--- src/rtl/bus_cpu_pkg.sv ---
package bus_cpu_pkg;

    localparam int OPC_W = 3;
    localparam int SEL_W = 3;
    localparam int INSN_W = OPC_W + 2 * SEL_W;

    localparam logic [OPC_W-1:0] OP_MOVE  = 3'd0;
    localparam logic [OPC_W-1:0] OP_LOADI = 3'd1;
    localparam logic [OPC_W-1:0] OP_ADD   = 3'd2;
    localparam logic [OPC_W-1:0] OP_SUB   = 3'd3;

    typedef enum logic [1:0] {
        ST_T0 = 2'd0,
        ST_T1 = 2'd1,
        ST_T2 = 2'd2,
        ST_T3 = 2'd3
    } step_t;

endpackage

--- src/rtl/bus_cpu_ctrl.sv ---
module bus_cpu_ctrl
    import bus_cpu_pkg::*;
#(
    parameter int NREG = 8
) (
    input  logic              clk,
    input  logic              rst,
    input  logic              run,
    input  logic [INSN_W-1:0] insn_word,
    output logic [NREG-1:0]   reg_oe,
    output logic              din_oe,
    output logic              g_oe,
    output logic [NREG-1:0]   reg_we,
    output logic              a_load,
    output logic              g_load,
    output logic              sub_mode,
    output logic              done
);

    step_t             step_q;
    step_t             step_nxt;
    logic [INSN_W-1:0] ir_q;
    logic              ir_load;

    logic [OPC_W-1:0]  opc;
    logic [SEL_W-1:0]  rx_sel;
    logic [SEL_W-1:0]  ry_sel;
    logic              is_arith;
    logic [NREG-1:0]   rx_hot;
    logic [NREG-1:0]   ry_hot;

    assign opc      = ir_q[INSN_W-1 -: OPC_W];
    assign rx_sel   = ir_q[2*SEL_W-1 -: SEL_W];
    assign ry_sel   = ir_q[SEL_W-1:0];
    assign is_arith = (opc == OP_ADD) || (opc == OP_SUB);
    assign rx_hot   = NREG'(1) << rx_sel;
    assign ry_hot   = NREG'(1) << ry_sel;

    // step register
    always_ff @(posedge clk) begin
        if (rst) begin
            step_q <= ST_T0;
        end else begin
            step_q <= step_nxt;
        end
    end

    // instruction register
    always_ff @(posedge clk) begin
        if (rst) begin
            ir_q <= '0;
        end else if (ir_load) begin
            ir_q <= insn_word;
        end
    end

    // next step: hold when stopped, clear on completion
    always_comb begin
        step_nxt = step_q;
        if (run) begin
            if (done) begin
                step_nxt = ST_T0;
            end else begin
                unique case (step_q)
                    ST_T0: step_nxt = ST_T1;
                    ST_T1: step_nxt = ST_T2;
                    ST_T2: step_nxt = ST_T3;
                    ST_T3: step_nxt = ST_T0;
                endcase
            end
        end
    end

    // control outputs per step
    always_comb begin
        ir_load  = 1'b0;
        reg_oe   = '0;
        din_oe   = 1'b0;
        g_oe     = 1'b0;
        reg_we   = '0;
        a_load   = 1'b0;
        g_load   = 1'b0;
        sub_mode = 1'b0;
        done     = 1'b0;
        if (run && !rst) begin
            unique case (step_q)
                ST_T0: begin
                    ir_load = 1'b1;
                end
                ST_T1: begin
                    if (opc == OP_MOVE) begin
                        reg_oe = ry_hot;
                        reg_we = rx_hot;
                        done   = 1'b1;
                    end else if (opc == OP_LOADI) begin
                        din_oe = 1'b1;
                        reg_we = rx_hot;
                        done   = 1'b1;
                    end else if (is_arith) begin
                        reg_oe = rx_hot;
                        a_load = 1'b1;
                    end else begin
                        done   = 1'b1;
                    end
                end
                ST_T2: begin
                    if (is_arith) begin
                        reg_oe   = ry_hot;
                        g_load   = 1'b1;
                        sub_mode = (opc == OP_SUB);
                    end
                end
                ST_T3: begin
                    if (is_arith) begin
                        g_oe   = 1'b1;
                        reg_we = rx_hot;
                        done   = 1'b1;
                    end
                end
            endcase
        end
    end

    assert_clear_after_done_R6: assert property (@(posedge clk) disable iff (rst)
        done |=> (step_q == ST_T0));

    assert_hold_when_stopped_R7: assert property (@(posedge clk) disable iff (rst)
        !run |=> $stable(step_q));

    assert_reset_to_t0_R8: assert property (@(posedge clk)
        rst |=> (step_q == ST_T0));

    assert_one_source_R10: assert property (@(posedge clk) disable iff (rst)
        $onehot0({reg_oe, din_oe, g_oe}));

    assert_arith_order_R4: assert property (@(posedge clk) disable iff (rst)
        (g_load && run) |=> (step_q == ST_T3));

endmodule

--- src/rtl/bus_cpu_regfile.sv ---
module bus_cpu_regfile #(
    parameter int DW   = 16,
    parameter int NREG = 8
) (
    input  logic             clk,
    input  logic             rst,
    input  logic [NREG-1:0]  we,
    input  logic [DW-1:0]    wdata,
    output logic [NREG*DW-1:0] rdata_flat
);

    logic [DW-1:0] regs_q [NREG];

    for (genvar i = 0; i < NREG; i++) begin : g_reg
        always_ff @(posedge clk) begin
            if (we[i]) begin
                regs_q[i] <= wdata;
            end
        end
        assign rdata_flat[i*DW +: DW] = regs_q[i];
    end

    assert_single_dest_R2: assert property (@(posedge clk) disable iff (rst)
        $onehot0(we));

    assert_no_write_in_reset_R8: assert property (@(posedge clk)
        rst |-> (we == '0));

endmodule

--- src/rtl/bus_cpu_mux.sv ---
module bus_cpu_mux #(
    parameter int DW   = 16,
    parameter int NREG = 8
) (
    input  logic [NREG*DW-1:0] regs_flat,
    input  logic [DW-1:0]      din,
    input  logic [DW-1:0]      g_val,
    input  logic [NREG-1:0]    reg_oe,
    input  logic               din_oe,
    input  logic               g_oe,
    output logic [DW-1:0]      bus
);

    logic [DW-1:0] masked [NREG];

    for (genvar i = 0; i < NREG; i++) begin : g_mask
        assign masked[i] = regs_flat[i*DW +: DW] & {DW{reg_oe[i]}};
    end

    always_comb begin
        bus = (din & {DW{din_oe}}) | (g_val & {DW{g_oe}});
        for (int i = 0; i < NREG; i++) begin
            bus = bus | masked[i];
        end
    end

endmodule

--- src/rtl/bus_cpu_arith.sv ---
module bus_cpu_arith #(
    parameter int DW = 16
) (
    input  logic          clk,
    input  logic          a_load,
    input  logic          g_load,
    input  logic          sub_mode,
    input  logic [DW-1:0] bus,
    output logic [DW-1:0] g_q
);

    logic [DW-1:0] a_q;
    logic [DW-1:0] result;

    assign result = sub_mode ? (a_q - bus) : (a_q + bus);

    always_ff @(posedge clk) begin
        if (a_load) begin
            a_q <= bus;
        end
    end

    always_ff @(posedge clk) begin
        if (g_load) begin
            g_q <= result;
        end
    end

endmodule

--- src/rtl/bus_cpu.sv ---
module bus_cpu
    import bus_cpu_pkg::*;
#(
    parameter int DW = 16
) (
    input  logic          clk,
    input  logic          rst,
    input  logic          run,
    input  logic [DW-1:0] din,
    output logic          done,
    output logic [DW-1:0] bus_out
);

    localparam int NREG = 2 ** SEL_W;

    logic [NREG-1:0]    reg_oe;
    logic [NREG-1:0]    reg_we;
    logic               din_oe;
    logic               g_oe;
    logic               a_load;
    logic               g_load;
    logic               sub_mode;
    logic [NREG*DW-1:0] regs_flat;
    logic [DW-1:0]      g_val;
    logic [DW-1:0]      bus;

    bus_cpu_ctrl #(.NREG(NREG)) u_ctrl (
        .clk      (clk),
        .rst      (rst),
        .run      (run),
        .insn_word(din[DW-1 -: INSN_W]),
        .reg_oe   (reg_oe),
        .din_oe   (din_oe),
        .g_oe     (g_oe),
        .reg_we   (reg_we),
        .a_load   (a_load),
        .g_load   (g_load),
        .sub_mode (sub_mode),
        .done     (done)
    );

    bus_cpu_regfile #(.DW(DW), .NREG(NREG)) u_regs (
        .clk       (clk),
        .rst       (rst),
        .we        (reg_we),
        .wdata     (bus),
        .rdata_flat(regs_flat)
    );

    bus_cpu_mux #(.DW(DW), .NREG(NREG)) u_mux (
        .regs_flat(regs_flat),
        .din      (din),
        .g_val    (g_val),
        .reg_oe   (reg_oe),
        .din_oe   (din_oe),
        .g_oe     (g_oe),
        .bus      (bus)
    );

    bus_cpu_arith #(.DW(DW)) u_arith (
        .clk     (clk),
        .a_load  (a_load),
        .g_load  (g_load),
        .sub_mode(sub_mode),
        .bus     (bus),
        .g_q     (g_val)
    );

    assign bus_out = bus;

    assert_idle_in_reset_R8: assert property (@(posedge clk)
        rst |-> (!done && bus == '0));

    assert_no_writeback_when_stopped_R7: assert property (@(posedge clk) disable iff (rst)
        !run |-> (reg_we == '0 && !done));

endmodule

--- config.mk ---
export PLATFORM = sky130hd
export DESIGN_NAME = bus_cpu
export DESIGN_NICKNAME = d
export VERILOG_FILES = /design/src/rtl/bus_cpu_pkg.sv /design/src/rtl/bus_cpu_ctrl.sv /design/src/rtl/bus_cpu_regfile.sv /design/src/rtl/bus_cpu_mux.sv /design/src/rtl/bus_cpu_arith.sv /design/src/rtl/bus_cpu.sv
export SDC_FILE = /design/constraint.sdc
export NUM_CORES = 1
export LEC_CHECK = 0
export CELL_PAD_IN_SITES_DETAIL_PLACEMENT = 1
export CELL_PAD_IN_SITES_GLOBAL_PLACEMENT = 2
export CORE_ASPECT_RATIO = 1.75
export CORE_UTILIZATION = 46
export DETAILED_ROUTE_END_ITERATION = 10
export PLACE_DENSITY_LB_ADDON = 0.1
export RECOVER_POWER = 25
export SYNTH_ARGS = -nofsm -noshare
export SYNTH_HDL_FRONTEND = slang
export SYNTH_SLANG_ARGS = --single-unit
--- constraint.sdc ---
create_clock -name clk -period 10.3 [get_ports clk]
set_clock_uncertainty 0.2 [all_clocks]
set_input_delay 2.06 -clock clk [delete_from_list [all_inputs] [get_ports clk]]
set_output_delay 2.06 -clock clk [all_outputs]
set_load 0.02 [all_outputs]
### Word-level counts from Yosys, hierarchy flattened

Memories as Yosys holds them, arrays and structs flattened.
Index checks and enable logic that the tools add are counted.

| storage, ports and cells | value |
|---|---|
| memories | 1 |
| flip-flop bits (word level) | 43 |
| RAM bits | 128 |
| logic and storage cells | 91 |

Memory list:

| memory | words | width | rd ports | clocked after memory_dff | write ports | line | text |
|---|---|---|---|---|---|---|---|
| u_regs.regs_q | 8 | 16 | 8 | 0 | 8 | bus_cpu_regfile.sv:12 | `logic [DW-1:0] regs_q [NREG];` |

| cells by class | value |
|---|---|
| shifts and indexed selects | 2 |
| $add $sub $neg | 2 |
| multiplexer cells | 52 |
| bitwise logic cells | 19 |
| equal/unequal tests | 6 |
| reduce and logical (&&, ||, !) cells | 5 |

Operator list:

| kind | count |
|---|---|
| bitwise AND 16 bit | 10 |
| bitwise OR 16 bit | 9 |
| 2-to-1 mux 8 bit | 8 |
| 2-to-1 mux 1 bit | 38 |
| case mux 8 bit (2 select lines) | 2 |
| adder 16 bit | 1 |
| 2-to-1 mux 16 bit | 1 |
| left shift 1 x 3 -> 8 bit (first input constant) | 2 |
| subtractor 16 bit | 1 |
| case mux 2 bit (4 select lines) | 1 |
| == test 3 x 2 -> 1 bit (second input constant) | 2 |
| == test 2 bit (second input constant) | 2 |
| == test 3 x 1 -> 1 bit (second input constant) | 1 |
| zero test 3 bit | 1 |
| == test 2 x 1 -> 1 bit (second input constant) | 1 |
| zero test 2 bit | 1 |
| 2-to-1 mux 2 bit | 1 |
| case mux 1 bit (2 select lines) | 1 |
| logical AND 1 bit | 1 |
| zero test 1 bit | 1 |
| logical OR 1 bit | 1 |

### Depth between registers and ports, before layout

Gate-level depths: netlist (run 1).

| logic depth | value |
|---|---|
| depth after elaboration | 18 |
| gate-level depth with buffers | 25 |
| mapped depth without buffers | 22 |

### By module

A second synthesis (run 1) with hierarchy kept.

| second synthesis, totals | value |
|---|---|
| cells, all modules | 551 |
| area, all modules | 7,818.7 sq um |

Modules (own cells, without submodules):

| module | cells each | area an instance (sq um) | instances |
|---|---|---|---|
| bus_cpu_regfile | 128 | 3,843.7 | 1 |
| bus_cpu_arith | 168 | 1,950.6 | 1 |
| bus_cpu_ctrl | 139 | 1,101.1 | 1 |
| bus_cpu_mux | 116 | 923.4 | 1 |

### Least setup slack after synthesis (run 1)

Ideal clock, no wire load.

| timing | value |
|---|---|
| kind | in2reg |
| start point | input rst |
| end point | register u_arith.g_q[15] (data pin) |
| setup slack | 3,418 ps |
| library setup time | 261 ps |
| stages on the path | 22 |
| data arrival time | 6,421 ps |
| path through | buf_2 -> or3b_1 -> buf_6 -> nor4b_2 -> buf_2 -> a22oi_1 -> o2111ai_1 -> and4bb_1 -> ha_1 -> nand2_1 -> o21a_1 -> ha_1 -> nor2b_1 -> nor3_1 -> nor2_1 -> or4_1 -> a31o_2 -> a21bo_2 -> a2111oi_0 -> or3_1 -> o21ai_0 -> xnor2_1 |

| on the way | value |
|---|---|
| longest elaborated chain between the ends | 15 |
| elaborated cells between the ends (all ways) | 28 |
| classes of those cells | add/sub: 2; mux: 5; bitwise: 19; reduce/logical: 2 |

RTL lines:

| element | line | text |
|---|---|---|
| start, declared | bus_cpu.sv:7 | `input logic rst,` |
| zero test 1 bit (*) | bus_cpu_ctrl.sv:85 | `if (run && !rst) begin` |
| logical AND 1 bit (*) | bus_cpu_ctrl.sv:85 |  |
| 2-to-1 mux 1 bit | bus_cpu_ctrl.sv:85 |  |
| bitwise AND 16 bit | bus_cpu_mux.sv:21 | `bus = (din & {DW{din_oe}}) \| (g_val & {DW{g_oe}});` |
| bitwise OR 16 bit | bus_cpu_mux.sv:21 |  |
| bitwise OR 16 bit (8 in a row) | bus_cpu_mux.sv:23 | `bus = bus \| masked[i];` |
| adder 16 bit / subtractor 16 bit (equally long branches) | bus_cpu_arith.sv:15 | `assign result = sub_mode ? (a_q - bus) : (a_q + bus);` |
| 2-to-1 mux 16 bit (*) | bus_cpu_arith.sv:15 |  |
| via u_arith.result[15] | bus_cpu_arith.sv:13 | `logic [DW-1:0] result;` |
| end signal, assigned | bus_cpu_arith.sv:25 | `g_q <= result;` |
| end, declared | bus_cpu_arith.sv:9 | `output logic [DW-1:0] g_q` |

Mark *: on every way through the listed nets, which the timed path passes. The rest lies on a longest branch.
A chain may end at the register's enable or synchronous reset.

### Worst setup path in the final report (run 1)

| timing | value |
|---|---|
| start point | input rst |
| end point | output bus_out[8] |

| on the way | value |
|---|---|
| longest elaborated chain between the ends | 13 |
| elaborated cells between the ends (all ways) | 24 |
| classes of those cells | mux: 3; bitwise: 19; reduce/logical: 2 |

RTL lines:

| element | line | text |
|---|---|---|
| zero test 1 bit (*) | bus_cpu_ctrl.sv:85 |  |
| logical AND 1 bit (*) | bus_cpu_ctrl.sv:85 |  |
| 2-to-1 mux 1 bit | bus_cpu_ctrl.sv:85 |  |
| bitwise AND 16 bit | bus_cpu_mux.sv:21 |  |
| bitwise OR 16 bit | bus_cpu_mux.sv:21 |  |
| bitwise OR 16 bit (7 in a row) | bus_cpu_mux.sv:23 |  |
| bitwise OR 16 bit (*) | bus_cpu_mux.sv:23 |  |
| end, declared | bus_cpu.sv:11 | `output logic [DW-1:0] bus_out` |

Every way passes the cells marked *; elsewhere a longest branch is shown, timed or not.

==> results of run 1 <==
-- worst max-delay path, delay by kind of cell --
kind	cells	cell delay [ns]
buffers and inverters	3	1.71
AO/OA/AOI/OAI	2	1.32
AND/OR/NAND/NOR	2	1.07
-- through the flow --
stage	instance area (µm²)	power [µW]	setup WS, ns	utilization (%)
detailed placement	8750	936	1.93	50.3
global placement	8750	933	2.01	50.3
finish	9290	1550	1.87	53.5
global route	9290	1580	1.64	53.5
floorplan	8130	889	3.42	-
CTS	9310	1550	2.10	53.6
-- cells in the final DEF (no fill, tap or decap), types with 13 or more instances in the layout --
cell type        count
and3_1              13
clkdlybuf4s50_1     34
buf_4               15
a22oi_1             23
o21ai_0             28
clkbuf_16           17
inv_1               30
nor2_1              32
ha_1                21
a21oi_1             14
nor3_1              13
nand2_1             41
xnor2_1             20
edfxtp_1           160
-- worst min-delay path by stage --
stage                     slack, ns  cells after the start        startpoint               end
after floorplan                0.30                      2    u_ctrl.ir_q[6]    u_ctrl.ir_q[6]
after detailed placement       0.37                      2  u_ctrl.step_q[0]  u_ctrl.step_q[0]
after global routing           0.39                      2  u_ctrl.step_q[0]  u_ctrl.step_q[0]
final                          0.38                      2  u_ctrl.step_q[0]  u_ctrl.step_q[0]
after CTS                      0.38                      2  u_ctrl.step_q[0]  u_ctrl.step_q[0]
after global placement         0.36                      2  u_ctrl.step_q[0]  u_ctrl.step_q[0]
-- registers in the layout, indices dropped and copies added (netlist names) --
signal,cells
u_arith.g_q,16
u_ctrl.step_q,2
u_arith.a_q,16
u_ctrl.ir_q,9
u_regs.regs_q,128
-- kinds of logic (layout without fill, tap and decap cells) --
logic type / after synthesis / count (layout)
compound gates: 147 / 147
mux: 10 / 10
fa+ha+maj: 22 / 22
xor+xnor: 25 / 25
buf+inv: 61 / 117
simple gates: 183 / 183
flops: 171 / 171
-- final cells by class --
type	count	area (µm²)	share of cell area [%]
clock buffers	17	425	4.58
well taps	231	289	3.11
flip-flops and latches	171	5020	54.1
inverters	30	113	1.21
repair buffers	55	482	5.18
multi-input cells	387	2820	30.3
clock inverters	15	143	1.54
-- report_power, final --
group | internal, µW | switching (µW) | leakage (µW)
clock | 321 | 306 | 0.000283
combinational | 59.0 | 82.7 | 0.00134
sequential | 763 | 15.4 | 0.00168
-- routing by layer --
metal / vias to the layer above / share of wire [%] / routed length, µm
li1: 2503 / - / -
met1: 2899 / 36 / 9230
met2: 234 / 53 / 13500
met3: 76 / 5.0 / 1270
met4: 0 / 5.2 / 1330
met5: - / 0 / 0
==> impl_metrics.env, run 1 <==
export IMPL_rrSetupSlack_ns=3.64
export IMPL_min_path_type="flop to flop"
export IMPL_rsz0062_at_grt="false"
export IMPL_path_cells="dlygate4sd3_1 -> nand3b_1 -> a21oi_1 -> a22oi_1 -> and3_1 -> inv_1 -> clkdlybuf4s50_1"
export IMPL_dp_hpwl_um=17900
export IMPL_worstReg2RegEnd="u_arith.g_q[15]"
export IMPL_grt_pass1_wl_um=37500
export IMPL_status="completed"
export IMPL_fin_crit_ns=8.43
export IMPL_ant_nets=0
export IMPL_worst_setup_path_type="primary input to output port"
export IMPL_p_leak_uw=0.00331
export IMPL_synth_fa_ha_area_share_pct=3.48
export IMPL_antenna_found_initial=0
export IMPL_use_met3_pct=3.90
export IMPL_netlist_area_um2=8130
export IMPL_cts_buffer_depth=2
export IMPL_worstSetupEndpointType="output port"
export IMPL_arrival_ns=6.17
export IMPL_worst_pin_slew_ns=1.45
export IMPL_area_growth_syn_to_layout_pct=14.3
export IMPL_cp_start_kind="primary input"
export IMPL_die_x_um=102
export IMPL_drc_errors=0
export IMPL_powerDensity_nw_per_um2=167
export IMPL_clk_pin_slew_worst_paths_ns=0.07
export IMPL_yosysWarnings=0
export IMPL_setup_tns_ns=0
export IMPL_grt_busiest_layer="met2"
export IMPL_grt_start_max_net_pins=22
export IMPL_fin_hold_ws_ns=0.379
export IMPL_h_tree_depth=4
export IMPL_ys_seq_area_share_pct=61.8
export IMPL_io_pins=36
export IMPL_dieArea_um2=18200
export IMPL_syn_inst=619
export IMPL_use_met2_pct=51.8
export IMPL_crit_path_top_delay_cell="a21oi_1"
export IMPL_die_h_um=178
export IMPL_dp_cells=874
export IMPL_final_setup_viol_count=0
export IMPL_wl_per_cell_um=28.0
export IMPL_grtUsageTotal_pct=30.0
export IMPL_clk_latency_ns=0.44
export IMPL_fp_row_count=64
export IMPL_final_hold_viol_count=0
export IMPL_synthSimpleGateAreaFrac_pct=13.1
export IMPL_gp_congestion=0.871
export IMPL_synth_commonest_cells="edfxtp_1, nand2_1, nor2_1"
export IMPL_post_synth_top_count_cell="edfxtp_1"
export IMPL_drive_gt1_share_pct=11.1
export IMPL_worst_path_max_fanout=18
export IMPL_synth_top_family_by_area="compound AO/OA/AOI/OAI gates"
export IMPL_avgSynthCellArea_um2=13.1
export IMPL_postCtsSetupRepairBufs=0
export IMPL_report_final_slew_viol_count=0
export IMPL_crit_path_max_incr_delay_ns=1.15
export IMPL_ys_ff_latch=171
export IMPL_async_reset_ff_share_pct=0
export IMPL_cp_endpoint="bus_out[8]"
export IMPL_slew_headroom_pct=3.35
export IMPL_synth_top_cell_area_share_pct=59.1
export IMPL_cts_tree="done"
export IMPL_io_buffers=35
export IMPL_min_period_over_period_pct=81.8
export IMPL_required_ns=8.04
export IMPL_r2r_start="u_ctrl.step_q[0]"
export IMPL_post_cts_resized=0
export IMPL_worstSetupStartpoint="rst"
export IMPL_n_fill_cell=1777
export IMPL_r2r_cells=22
export IMPL_syn_nets=660
export IMPL_core_area_um2=17400
export IMPL_first_iter_violations=527
export IMPL_cts_hold_buf=0
export IMPL_viasPerCell=6.30
export IMPL_synthFlopType="edfxtp_1"
export IMPL_synth_compound_area_share_pct=13.8
export IMPL_wirelength_um=25400
export IMPL_drv_cap=0
export IMPL_start_util_pct=46.8
export IMPL_synth_largest_area_cell="edfxtp_1"
export IMPL_yosysUniqueCellTypes=86
export IMPL_vias=5712
export IMPL_ir_drop_uv=116
export IMPL_drt_first_pass_iters=5
export IMPL_antenna_cells=0
export IMPL_instances_no_fill=906
export IMPL_grt_overflow=0
export IMPL_cts_buffers_inserted=17
export IMPL_fin_nets=703
export IMPL_synthMuxAreaShare_pct=1.32
export IMPL_grt_pass1_vias=5900
export IMPL_synth_edf_count=160
export IMPL_ys_top_cells_by_area="edfxtp_1, ha_1, dfxtp_1"
export IMPL_grtUsageMet1_pct=34.8
export IMPL_clock_sinks=171
export IMPL_fmax_mhz=119
export IMPL_synth_xor_area_share_pct=2.86
export IMPL_clockRootBuffer="clkbuf_16"
Power figures use the tool's default switching activity.
==> run 2: changes to the inputs <==
--- a/config.mk
+++ b/config.mk
@@ -8,7 +8,7 @@
 export CELL_PAD_IN_SITES_DETAIL_PLACEMENT = 1
 export CELL_PAD_IN_SITES_GLOBAL_PLACEMENT = 2
 export CORE_ASPECT_RATIO = 1.75
-export CORE_UTILIZATION = 46
+export CORE_UTILIZATION = 43
 export DETAILED_ROUTE_END_ITERATION = 10
 export PLACE_DENSITY_LB_ADDON = 0.1
 export RECOVER_POWER = 25
==> constraint.sdc (replaced) <==
create_clock -name clk -period 8.8 [get_ports clk]
set_clock_uncertainty 0.2 [all_clocks]
set_input_delay 1.76 -clock clk [delete_from_list [all_inputs] [get_ports clk]]
set_output_delay 1.76 -clock clk [all_outputs]
set_load 0.02 [all_outputs]
==> impl_metrics.env, run 2 (synthesis gave the netlist of run 1 again) <==
export IMPL_status="completed"
export IMPL_grt_pass1_wl_um=39400
export IMPL_place_area_um2=8810
export IMPL_die_x_um=106
export IMPL_die_h_um=184
export IMPL_report_final_slew_viol_count=0
export IMPL_grt_pass1_vias=6188
export IMPL_fin_nets=711
export IMPL_mostFrequentLayoutCells="edfxtp_1, nand2_1, clkdlybuf4s50_1, nor2_1, inv_1"
export IMPL_largest_reg_flops=128
export IMPL_instances_no_fill=921
export IMPL_slew_headroom_pct=8.30
export IMPL_drc_errors=0
export IMPL_regMostFlops="u_regs.regs_q"
export IMPL_cts_buffer_depth=2
export IMPL_multi_input_area_um2=2820
export IMPL_largestRegisters="u_regs.regs_q (128), u_arith.a_q (16), u_arith.g_q (16)"
export IMPL_drive_gt1_share_pct=11.4
export IMPL_vias=5801
export IMPL_grt_overflow=0
export IMPL_cts_buffers_inserted=17
export IMPL_viasPerCell=6.30
export IMPL_dp_cells=889
export IMPL_clockRootBuffer="clkbuf_16"
export IMPL_postCtsSetupRepairBufs=0
export IMPL_drv_cap=0
export IMPL_grt_start_max_net_pins=19
export IMPL_worstSetupEndpointType="output port"
export IMPL_final_common_cell="edfxtp_1"
export IMPL_cts_hold_buf=0
export IMPL_antenna_cells=0
export IMPL_final_setup_viol_count=0
export IMPL_grtUsageTotal_pct=28.7
export IMPL_antenna_found_initial=0
export IMPL_min_period_over_period_pct=88.0
export IMPL_fin_crit_ns=7.74
export IMPL_worst_setup_path_type="primary input to output port"
export IMPL_ant_nets=0
export IMPL_clock_sinks=171
export IMPL_worst_path_max_fanout=15
export IMPL_core_area_um2=18600
export IMPL_clk_latency_ns=0.44
export IMPL_dp_hpwl_um=19500
export IMPL_arrival_ns=5.78
export IMPL_io_pins=36
export IMPL_fmax_mhz=129
export IMPL_cts_tree="done"
export IMPL_regArea_um2=5020
export IMPL_worst_pin_slew_ns=1.38
export IMPL_postLayoutCellArea_um2=9320
export IMPL_n_fill_cell=1940
export IMPL_io_buffers=35
export IMPL_h_tree_depth=4
export IMPL_ir_drop_uv=125
export IMPL_post_cts_resized=0
export IMPL_cp_start_kind="primary input"
export IMPL_rrSetupSlack_ns=2.24
export IMPL_setup_tns_ns=0
export IMPL_drt_first_pass_iters=6
export IMPL_rsz0062_at_grt="false"
export IMPL_start_util_pct=43.7
export IMPL_min_path_type="flop to flop"
export IMPL_fp_row_count=66
export IMPL_area_growth_syn_to_layout_pct=14.7
export IMPL_powerDensity_nw_per_um2=191
export IMPL_final_hold_viol_count=0
export IMPL_setup_slack_ns=1.06
export IMPL_wirelength_um=26600
export IMPL_gp_congestion=0.892
export IMPL_pre_cts_slack_ns=0.969
export IMPL_dieArea_um2=19500
export IMPL_clk_pin_slew_worst_paths_ns=0.07
export IMPL_first_iter_violations=508
export IMPL_required_ns=6.84
export IMPL_wl_per_cell_um=28.9
export IMPL_p_leak_uw=0.00330
-- run 2: changes by cell type in the layout (fill, tap and decap cells not counted), sizes merged --
cell      delta
clkinv       -2
clkbuf       +4
inv          -5
clkinvlp     +6
buf          +5
-- run 2: critical path, stage by stage --
cell	delay [ns]
dlygate4sd3_1	0.66
and3b_1	0.47
o211ai_1	0.29
nand2_1	0.30
buf_4	0.27
a32oi_1	0.19
nand2_1	0.08
a211oi_1	0.70
inv_1	0.40
clkdlybuf4s50_1	0.64
-- run 2: final cells by class --
cell class                      instances  share of cell area, %
Clock buffer                           18                   4.60
Clock inverter                         14                   1.21
Inverter                               30                   1.21
Multi-Input combinational cell        387                   30.2
Sequential cell                       171                   53.9
Tap cell                              238                   3.19
Timing Repair Buffer                   63                   5.69
-- run 2: path summary, 6_finish.rpt --
check	from	end	cells past startpoint
worst min-delay path	u_ctrl.step_q[0]	u_ctrl.step_q[0]	2
worst min register to register	u_ctrl.step_q[0]	u_ctrl.step_q[0]	2
worst max-delay path	run	bus_out[13]	10
worst max register to register	u_ctrl.step_q[1]	u_arith.g_q[15]	21
-- run 2: layer usage --
| layer | part of all wire [%] | wire, µm | track usage, % |
|---|---|---|---|
| met1 | 36 | 9610 | 32.4 |
| met2 | 53 | 14000 | 50.6 |
| met3 | 5.6 | 1480 | 4.61 |
| met4 | 5.7 | 1510 | 17.3 |
| met5 | 0 | 0 | 0 |
-- run 2: report_power, final --
part           total, µW  internal (µW)  switching [µW]  leakage [µW]
sequential           913            894            18.9       0.00168
clock                698            366             333      0.000246
combinational        169           70.1            98.6       0.00137
-- run 2: metrics by stage --
stage                     total power (µW)  util [%]  hold WS (ns)
after floorplan                       1040         -         0.299
after global placement                1090      47.4         0.352
after detailed placement              1100      47.4         0.361
after CTS                             1790      50.4         0.374
after global routing                  1830      50.2         0.407
final                                 1780      50.2         0.371
==> run 3: changes to the inputs <==
--- a/config.mk
+++ b/config.mk
@@ -5,10 +5,11 @@
 export SDC_FILE = /design/constraint.sdc
 export NUM_CORES = 1
 export LEC_CHECK = 0
-export CELL_PAD_IN_SITES_DETAIL_PLACEMENT = 1
+export CELL_PAD_IN_SITES_DETAIL_PLACEMENT = 0
 export CELL_PAD_IN_SITES_GLOBAL_PLACEMENT = 2
 export CORE_ASPECT_RATIO = 1.75
-export CORE_UTILIZATION = 43
+export CORE_UTILIZATION = 45
+export CTS_BUF_LIST = sky130_fd_sc_hd__clkbuf_2 sky130_fd_sc_hd__clkbuf_4 sky130_fd_sc_hd__clkbuf_8
 export DETAILED_ROUTE_END_ITERATION = 10
 export PLACE_DENSITY_LB_ADDON = 0.1
 export RECOVER_POWER = 25
==> impl_metrics.env, run 3 (synthesis gave the netlist of run 1 again) <==
export IMPL_h_tree_depth=4
export IMPL_setup_tns_ns=0
export IMPL_report_final_slew_viol_count=0
export IMPL_io_pins=36
export IMPL_core_area_um2=17600
export IMPL_final_common_cell="edfxtp_1"
export IMPL_grt_pass1_wl_um=35000
export IMPL_pwr_share_comb_pct=10.2
export IMPL_multi_input_area_um2=2810
export IMPL_path_buf_inv=4
export IMPL_fin_hold_ws_ns=0.378
export IMPL_powerDensity_nw_per_um2=174
export IMPL_drive_gt1_share_pct=10.4
export IMPL_clockRootBuffer="clkbuf_8"
export IMPL_area_growth_syn_to_layout_pct=11.6
export IMPL_pwr_share_clk_pct=32.0
export IMPL_regMostFlops="u_regs.regs_q"
export IMPL_min_path_type="flop to flop"
export IMPL_die_h_um=180
export IMPL_final_setup_viol_count=0
export IMPL_setup_slack_ns=0.805
export IMPL_crit_path_max_incr_delay_ns=0.81
export IMPL_fmax_mhz=125
export IMPL_fin_crit_ns=7.99
export IMPL_grt_start_max_net_pins=22
export IMPL_p_int_uw=1190
export IMPL_pre_cts_slack_ns=0.695
export IMPL_n_fill_cell=1583
export IMPL_worst_pin_slew_ns=1.32
export IMPL_ant_nets=0
export IMPL_switching_share_pct=24.5
export IMPL_gp_congestion=0.887
export IMPL_antenna_found_initial=0
export IMPL_grt_pass1_vias=5790
export IMPL_drc_errors=0
export IMPL_fp_row_count=64
export IMPL_ir_drop_uv=110
export IMPL_mostFrequentLayoutCells="edfxtp_1, nand2_1, clkdlybuf4s50_1, nor2_1, inv_1"
export IMPL_clk_pin_slew_worst_paths_ns=0.09
export IMPL_regArea_um2=5020
export IMPL_rsz0062_at_grt="false"
export IMPL_worst_setup_path_type="primary input to output port"
export IMPL_dieArea_um2=18600
export IMPL_grt_overflow=0
export IMPL_grtUsageTotal_pct=26.0
export IMPL_dp_hpwl_um=17100
export IMPL_cts_hold_buf=0
export IMPL_final_core_util_pct=51.5
export IMPL_p_seq_share_pct=57.8
export IMPL_status="completed"
export IMPL_start_util_pct=46.1
export IMPL_drv_cap=0
export IMPL_postCtsSetupRepairBufs=0
export IMPL_viasPerCell=6.05
export IMPL_clk_latency_ns=0.44
export IMPL_io_buffers=35
export IMPL_cts_tree="done"
export IMPL_fin_nets=703
export IMPL_slew_headroom_pct=12.1
export IMPL_worst_path_max_fanout=18
export IMPL_p_sw_uw=385
export IMPL_clock_sinks=171
export IMPL_cts_buffer_depth=2
export IMPL_die_x_um=104
export IMPL_final_hold_viol_count=0
export IMPL_cp_start_kind="primary input"
export IMPL_p_leak_uw=0.00320
export IMPL_cts_buffers_inserted=17
export IMPL_cpMostUsedCell="buf_4"
export IMPL_required_ns=6.84
export IMPL_largestRegisters="u_regs.regs_q (128), u_arith.a_q (16), u_arith.g_q (16)"
export IMPL_post_cts_resized=0
export IMPL_antenna_cells=0
export IMPL_path_cells="dlygate4sd3_1 -> nor3b_1 -> nand3b_1 -> o32ai_2 -> buf_4 -> a22oi_1 -> and3_1 -> nand4_1 -> buf_4 -> clkdlybuf4s50_1"
export IMPL_worstSetupEndpointType="output port"
export IMPL_wl_per_cell_um=25.9
export IMPL_min_period_over_period_pct=90.9
export IMPL_crit_path_top_delay_cell="nor3b_1"
export IMPL_wirelength_um=23500
export IMPL_vias=5475
export IMPL_largest_reg_flops=128
export IMPL_critPathTopFamily="buffers and inverters"
export IMPL_drt_first_pass_iters=5
export IMPL_first_iter_violations=502
export IMPL_arrival_ns=6.03
==> run 3: tightest hold or removal path: stages, from the launching register on <==
cell and delay, ns:
dfxtp_1 0.35, mux2i_1 0.14, nor2_1 0.05
==> run 3: final timing paths <==
| kind | from | endpoint | slack, ns | depth (start not counted) |
|---|---|---|---|---|
| setup / recovery | rst | bus_out[7] | 0.81 | 10 |
| hold / removal | u_ctrl.step_q[0] | u_ctrl.step_q[0] | 0.38 | 2 |
| setup reg to reg | u_ctrl.step_q[0] | u_arith.g_q[15] | 2.33 | 21 |
| hold reg to reg | u_ctrl.step_q[0] | u_ctrl.step_q[0] | 0.38 | 2 |
==> run 3: final cells by class <==
class                      instances  area share [%]
clock buffer                      19            2.75
clock inverter                    12            1.12
sequential                       171            55.4
multi-input combinational        387            31.0
tap                              231            3.19
inverter                          30            1.24
timing repair buffer              55            5.31
==> run 3: routing by layer <==
metal	routed length (µm)	track usage (%)
met1	9020	29.7
met2	12500	47.1
met3	971	3.59
met4	940	13.2
met5	0	0
==> run 3: power groups by stage <==
stage | registers, µW | clock network, µW | logic [µW]
floorplan | 916 | 0 | 124
global placement | 929 | 0 | 160
detailed placement | 929 | 0 | 161
CTS | 910 | 511 | 162
global route | 911 | 541 | 177
finish | 910 | 504 | 160
==> run 3: per-stage QoR <==
step                      area [µm²]  cells  power, µW
after floorplan                 8130    619       1040
after detailed placement        8750    874       1090
after global routing            9070    905       1630
after global placement          8750    874       1090
after CTS                       9100    905       1580
final                           9070    905       1570
